### config.mk
export PLATFORM = sky130hd
export DESIGN_NAME = d2s_narrow
export DESIGN_NICKNAME = d
export VERILOG_FILES = /design/src/rtl/d2s_pkg.sv /design/src/rtl/d2s_classify.sv /design/src/rtl/d2s_shift.sv /design/src/rtl/d2s_pack.sv /design/src/rtl/d2s_narrow.sv
export SDC_FILE = /design/constraint.sdc
export NUM_CORES = 1
export LEC_CHECK = 0
export ABC_AREA = 1
export BUFFER_PORTS_ARGS = -buffer_cell sky130_fd_sc_hd__buf_2
export CAP_MARGIN = 20
export CORE_MARGIN = 4
export CORE_UTILIZATION = 55
export CTS_BUF_LIST = sky130_fd_sc_hd__clkbuf_8
export DETAILED_ROUTE_END_ITERATION = 8
export PLACE_DENSITY = 0.83
export SETUP_SLACK_MARGIN = 0.05
export SYNTH_ARGS = -nofsm -noshare
export SYNTH_HDL_FRONTEND = slang
export SYNTH_SLANG_ARGS = --single-unit
### constraint.sdc
create_clock -name clk -period 3 [get_ports clk]
set_input_delay 0.6 -clock clk [delete_from_list [all_inputs] [get_ports clk]]
set_output_delay 0.6 -clock clk [all_outputs]
set_load 0.05 [all_outputs]
### src/rtl/d2s_pkg.sv
package d2s_pkg;
  localparam int DBL_W   = 64;
  localparam int DEXP_W  = 11;
  localparam int DFRAC_W = 52;
  localparam int DBIAS   = 1023;
  localparam int SGL_W   = 32;
  localparam int SEXP_W  = 8;
  localparam int SFRAC_W = 23;
  localparam int SBIAS   = 127;
  // biased double exponent bounds of the denormal window
  localparam int DEN_HI  = DBIAS - SBIAS;
  localparam int DEN_LO  = DEN_HI - SFRAC_W + 1;
  // remaining shifts after the load step, 0..SFRAC_W-1
  localparam int CNT_W   = $clog2(SFRAC_W);
  // top bit of the fraction slice kept by the copy band
  localparam int COPY_HI = DBL_W - 3 - (DEXP_W - SEXP_W);

  typedef enum logic [1:0] {K_ZERO, K_COPY, K_DENORM} kind_t;
endpackage

### src/rtl/d2s_classify.sv
module d2s_classify
  import d2s_pkg::*;
(
  input  logic [DBL_W-1:0] val_i,
  output kind_t            kind_o,
  output logic [CNT_W-1:0] rem_o,
  output logic [SGL_W-1:0] copy_o
);
  logic [DEXP_W-1:0] bexp;
  logic              mag_zero;

  always_comb begin
    bexp     = val_i[DBL_W-2 -: DEXP_W];
    mag_zero = (val_i[DBL_W-2:0] == '0);
    if (mag_zero || (bexp > DEXP_W'(DEN_HI)))
      kind_o = K_COPY;
    else if (bexp >= DEXP_W'(DEN_LO))
      kind_o = K_DENORM;
    else
      kind_o = K_ZERO;
    // shifts still owed after the pre-shifted load (modular, valid in window)
    rem_o  = CNT_W'(DEN_HI) - bexp[CNT_W-1:0];
    copy_o = {val_i[DBL_W-1 -: 2], val_i[COPY_HI -: SGL_W-2]};
  end
endmodule

### src/rtl/d2s_shift.sv
module d2s_shift
  import d2s_pkg::*;
#(
  parameter int FW = SFRAC_W,
  parameter int CW = CNT_W
) (
  input  logic          clk,
  input  logic          rst,
  input  logic          load_i,
  input  logic [FW-1:0] frac_i,
  input  logic [CW-1:0] rem_i,
  output logic          busy_o,
  output logic          last_o,
  output logic [FW-1:0] frac_o
);
  logic          busy_q;
  logic [CW-1:0] cnt_q;
  logic [FW-1:0] frac_q;

  always_ff @(posedge clk) begin
    if (rst) begin
      busy_q <= 1'b0;
      cnt_q  <= '0;
      frac_q <= '0;
    end else if (load_i) begin
      busy_q <= 1'b1;
      cnt_q  <= rem_i;
      frac_q <= frac_i;
    end else if (busy_q) begin
      if (cnt_q != '0) begin
        cnt_q  <= cnt_q - 1'b1;
        frac_q <= {1'b0, frac_q[FW-1:1]};
      end else begin
        busy_q <= 1'b0;
      end
    end
  end

  assign busy_o = busy_q;
  assign last_o = busy_q && (cnt_q == '0);
  assign frac_o = frac_q;

  AST_SHIFT_STEP: assert property (@(posedge clk) disable iff (rst)
    (busy_q && cnt_q != '0) |=> (busy_q && cnt_q == $past(cnt_q) - 1'b1));
  AST_LOAD_RANGE: assert property (@(posedge clk) disable iff (rst)
    load_i |-> (rem_i < CW'(FW) && frac_i[FW-1]));
endmodule

### src/rtl/d2s_pack.sv
module d2s_pack
  import d2s_pkg::*;
(
  input  kind_t              sel_i,
  input  logic [SGL_W-1:0]   copy_i,
  input  logic               sign_i,
  input  logic [SFRAC_W-1:0] frac_i,
  output logic [SGL_W-1:0]   word_o
);
  always_comb begin
    case (sel_i)
      K_COPY:   word_o = copy_i;
      K_DENORM: word_o = {sign_i, {SEXP_W{1'b0}}, frac_i};
      default:  word_o = '0;
    endcase
  end
endmodule

### src/rtl/d2s_narrow.sv
module d2s_narrow
  import d2s_pkg::*;
(
  input  logic        clk,
  input  logic        rst,
  input  logic        start_i,
  input  logic [63:0] din_i,
  output logic [31:0] word_o,
  output logic        done_o
);
  kind_t              kind;
  kind_t              sel;
  logic [CNT_W-1:0]   rem;
  logic [SGL_W-1:0]   copy_w;
  logic [SGL_W-1:0]   packed_w;
  logic               sh_busy, sh_last, sh_load, accept, finish;
  logic [SFRAC_W-1:0] sh_frac;
  logic               sign_q;

  d2s_classify u_cls (
    .val_i  (din_i),
    .kind_o (kind),
    .rem_o  (rem),
    .copy_o (copy_w)
  );

  assign accept  = start_i && !sh_busy;
  assign sh_load = accept && (kind == K_DENORM);
  assign finish  = sh_last || (accept && (kind != K_DENORM));
  assign sel     = sh_last ? K_DENORM : kind;

  // load already shifted by one: implicit one plus the top fraction bits
  d2s_shift #(.FW(SFRAC_W), .CW(CNT_W)) u_sh (
    .clk    (clk),
    .rst    (rst),
    .load_i (sh_load),
    .frac_i ({1'b1, din_i[DFRAC_W-1 -: SFRAC_W-1]}),
    .rem_i  (rem),
    .busy_o (sh_busy),
    .last_o (sh_last),
    .frac_o (sh_frac)
  );

  d2s_pack u_pack (
    .sel_i  (sel),
    .copy_i (copy_w),
    .sign_i (sign_q),
    .frac_i (sh_frac),
    .word_o (packed_w)
  );

  always_ff @(posedge clk) begin
    if (rst) begin
      sign_q <= 1'b0;
      word_o <= '0;
      done_o <= 1'b0;
    end else begin
      done_o <= finish;
      if (sh_load) sign_q <= din_i[DBL_W-1];
      if (finish)  word_o <= packed_w;
    end
  end

  AST_WORD_HOLD: assert property (@(posedge clk) disable iff (rst)
    !done_o |-> $stable(word_o));
  AST_LAST_DONE: assert property (@(posedge clk) disable iff (rst)
    sh_last |=> done_o);
  AST_DENORM_EXP: assert property (@(posedge clk) disable iff (rst)
    sh_last |=> (word_o[SGL_W-2 -: SEXP_W] == '0));
  AST_BUSY_IGNORE: assert property (@(posedge clk) disable iff (rst)
    (sh_busy && !sh_last) |=> !done_o);
endmodule

==> results.txt <==
----------------------------------------------------
[Run]
  MaxCap Viol Count ... 0

[Critical path]
  Element type at the critical path start ... primary input
  Slowest stage cell, crit path ... nand4_2
  Data required time at the worst endpoint ... between 3 and 4 ns
  Start-to-end type of the worst setup path ... primary input to register
  CP Buf/Inv Count ... 3
  Largest stage delay, worst path ... about 0.4 ns
  Internal reg-to-reg setup slack ... approximately 0.95 ns
  Critical-path maximum fanout ... 39
  Family of cells with the greatest summed delay on the critical path ... simple AND/OR/NAND/NOR gates
  Worst path cell trace ... buf_2, inv_1, ha_1, nand2_1, nor2_1, nand2_1, nor2_2, nand2_4, nand4_2, buf_12, nand2_1, nand2_1, a21oi_1
  Critical Path Most Common Cell ... nand2_1
  Data arrival time of the critical path ... 2.43 ns
  Capturing element type of the critical path ... register

[Place]
  Placed standard-cell area ... roughly 0.0041 sq mm
  Routability congestion estimate ... 0.913
  Cell count after placement ... about 740
  IO buf count ... just under 100
  Post-DP HPWL ... a little over 7000 microns
  Worst setup timing slack at the placement stage ... 0.510 ns

[STA]
  Count of final max-slew check failures ... 0
  Fin worst setup slack ... between 0.8 and 0.9 ns
  Worst Clk Skew ... 0.00892 ns
  Actual transition at the worst max-transition pin ... between 0.7 and 0.8 ns
  RSZ-0062 raised after global routing ... false
  Relative slew margins ... 0.527
  Highest achievable clock rate ... between 400 and 500 MHz
  Period minus WS final ... about 2.2 ns
  Sum Neg Setup Slack ... 0 ns
  Final worst path period share ... 0.723
  Final count of negative-setup-slack endpoints ... 0
  Final Hold Viols ... 0

[Routing]
  Total routed wirelength ... around 10000 microns
  Number of antenna-violating nets in the routed design ... 0
  Residual DRC ... 0
  Total via count after detailed routing ... approximately 4000
  Routed wire per std cell ... about 14 microns
  Vias per Instance ... roughly 5.3
  Number of violations reported at the end of detailed-routing iteration 0 ... 550
  Pre-Repair DR Iteration Count ... 5

[Synth]
  Mapped Cells ... 591
  Summed instance area of the synthesized netlist ... approximately 0.0037 sq mm
  Average instance area after synthesis ... between 6 and 7 sq um
  Syn_nets ... 662
  Synth area leaders ... dfxtp_1, nand2_1, nor2_1
  Sequential element share of the synthesized area ... 0.340
  Post-synthesis sequential element count ... 63
  Post-synth cell types ... 29
  Warning count from the yosys run ... 0
  Area fraction of the dominant cell type after synthesis ... 0.340
  Largest area contributor in the netlist ... dfxtp_1

[Power]
  Total power divided by cell area ... about 540 mW/mm^2
  Static leakage ... ~2.2 nW
  Peak ir drop on the vdd network ... 0.285 mV

[Clock tree]
  Number of levels the H-tree was split into ... 3
  Clock slew seen by the registers of the worst setup and hold paths ... roughly 0.070 ns
  Cells resized by post-CTS repair ... 0
  Max clock buf depth ... 2
  Clock tree from TritonCTS ... built
  CTS Root Buffer Type ... clkbuf_8
  CTS Hold Buffers Added ... 0
  Setup Buffers After CTS ... 0
  Inserted Clock Buffers ... 9
  Number of sinks driven by the clock tree ... 63
  Later-pin clock latency in the skew report ... roughly 0.34 ns

[Finish]
  Number of fillers in the final layout ... roughly 600
  Layout-stage area growth over the synthesis result ... 17.0%
  Non-filler cells, final ... between 700 and 800
  Final Cell Area ... approximately 0.0043 sq mm
  Layout cell share with drive strength beyond 1 ... 0.197
  Utilization after layout ... 0.672
  Diode insertion count for antenna repair ... 0
  Number of nets in the layout ... ~740

[Floorplan]
  Initial standard-cell utilization of the core ... 0.575
  Standard-cell row count ... 29
  Die outline width ... about 90 microns
  Die outline height ... 90.1 microns
  Die footprint ... approximately 0.008 sq mm
  Core region area ... about 0.0065 sq mm
  Count of boundary I/O pins ... 100

[Global routing]
  Vias in the first global route ... 3610
  Largest net degree at the start of global routing ... a little over 40
  Global-route congestion overflow total ... 0
  Number of antenna violations at the first check in global routing ... 0
  Wire length of the first global-routing pass ... between 15000 and 20000 microns
  Gr usage total ... 0.252

[Hold path]
  Hold crit path type ... register to register

[Status]
  Outcome ... finished clean

----------------------------------------------------
routing by layer:
metal	wire length [microns]	part of all wire	vias to the layer above	global-route usage
met4	196	0.019	0	0.0880
met5	0	0	-	0
met1	4730	0.46	1789	0.363
met2	4530	0.44	193	0.370
li1	-	-	2021	-
met3	928	0.089	18	0.0534
report_power, final:
part           leakage, nW  total [mW]  switching, mW  internal, mW
registers            0.517       0.947         0.0409         0.906
logic                 1.60       0.605          0.418         0.187
clock network        0.114       0.779          0.333         0.446
worst min-delay path: cells and delay by family, from the launching register on:
| family | cells | cell delay [ns] |
|---|---|---|
| AOI/OAI and AO/OA | 1 | 0.06 |
| and+or+nand+nor | 1 | 0.07 |
| DFF | 1 | 0.31 |
final timing paths:
| kind | end | depth (start not counted) | start |
|---|---|---|---|
| max | u_sh.frac_o[17] | 13 | din_i[52] |
| min | word_o[23] | 2 | word_o[23] |
| max reg2reg | word_o[5] | 10 | u_sh.cnt_q[0] |
| min reg2reg | word_o[23] | 2 | word_o[23] |
cell usage after synthesis (all sizes together):
cell type	number
nand3b	24
nand2	196
a21oi	39
buf	25
xor2	3
nor2	106
ha	4
nand4	2
xnor2	2
clkbuf	11
clkinv	1
o21a	1
o21ai	3
inv	37
nand3	70
nor3	4
dfxtp	63
placed cells by master, fill, tap and decap left out, types with 2 or more instances in the layout:
master    count
xnor2_1       2
nor2_1      103
nand2_2       2
inv_1        37
clkinv_2      2
ha_1          4
dfxtp_1      63
nand3b_1     24
buf_2        99
xor2_1        3
buf_4         5
nand3_1      69
clkbuf_8     12
o21ai_1       2
a21oi_1      38
nor3_1        3
nand2_1     191
nand2_4       3
nor2_2        3
metrics by stage:
step | total power, mW | hold slack [ns]
after detailed placement | 1.56 | 0.476
after global placement | 1.55 | 0.471
after CTS | 2.33 | 0.485
after floorplan | 1.41 | 0.443
final | 2.33 | 0.484
after global routing | 2.44 | 0.503
final cells by class:
type	instances	area (sq um)	area share
Clock buffer	12	165	0.0381
Clock inverter	4	43.8	0.0101
Inverter	38	143	0.0329
Multi-Input combinational cell	454	2080	0.479
Sequential cell	63	1260	0.291
Tap cell	77	96.3	0.0222
Timing Repair Buffer	105	553	0.127
logic make-up (layout without fill, tap and decap cells):
logic type	after synthesis	count (layout)	synth area share
and+or+nand+nor	402	402	0.473
xor gates and xnor gates	5	5	0.0118
adders and majority gates	4	4	0.0135
buffers and inverters	74	159	0.100
AOI/OAI and AO/OA	43	43	0.0617
DFF	63	63	0.340
registers in the layout (all words and copies together) (netlist names):
signal,cells
u_sh.busy_o,1
word_o,32
done_o,1
u_sh.frac_o,23
u_sh.cnt_q,5
sign_q,1
Note: power is estimated with default switching activity, not from simulation.
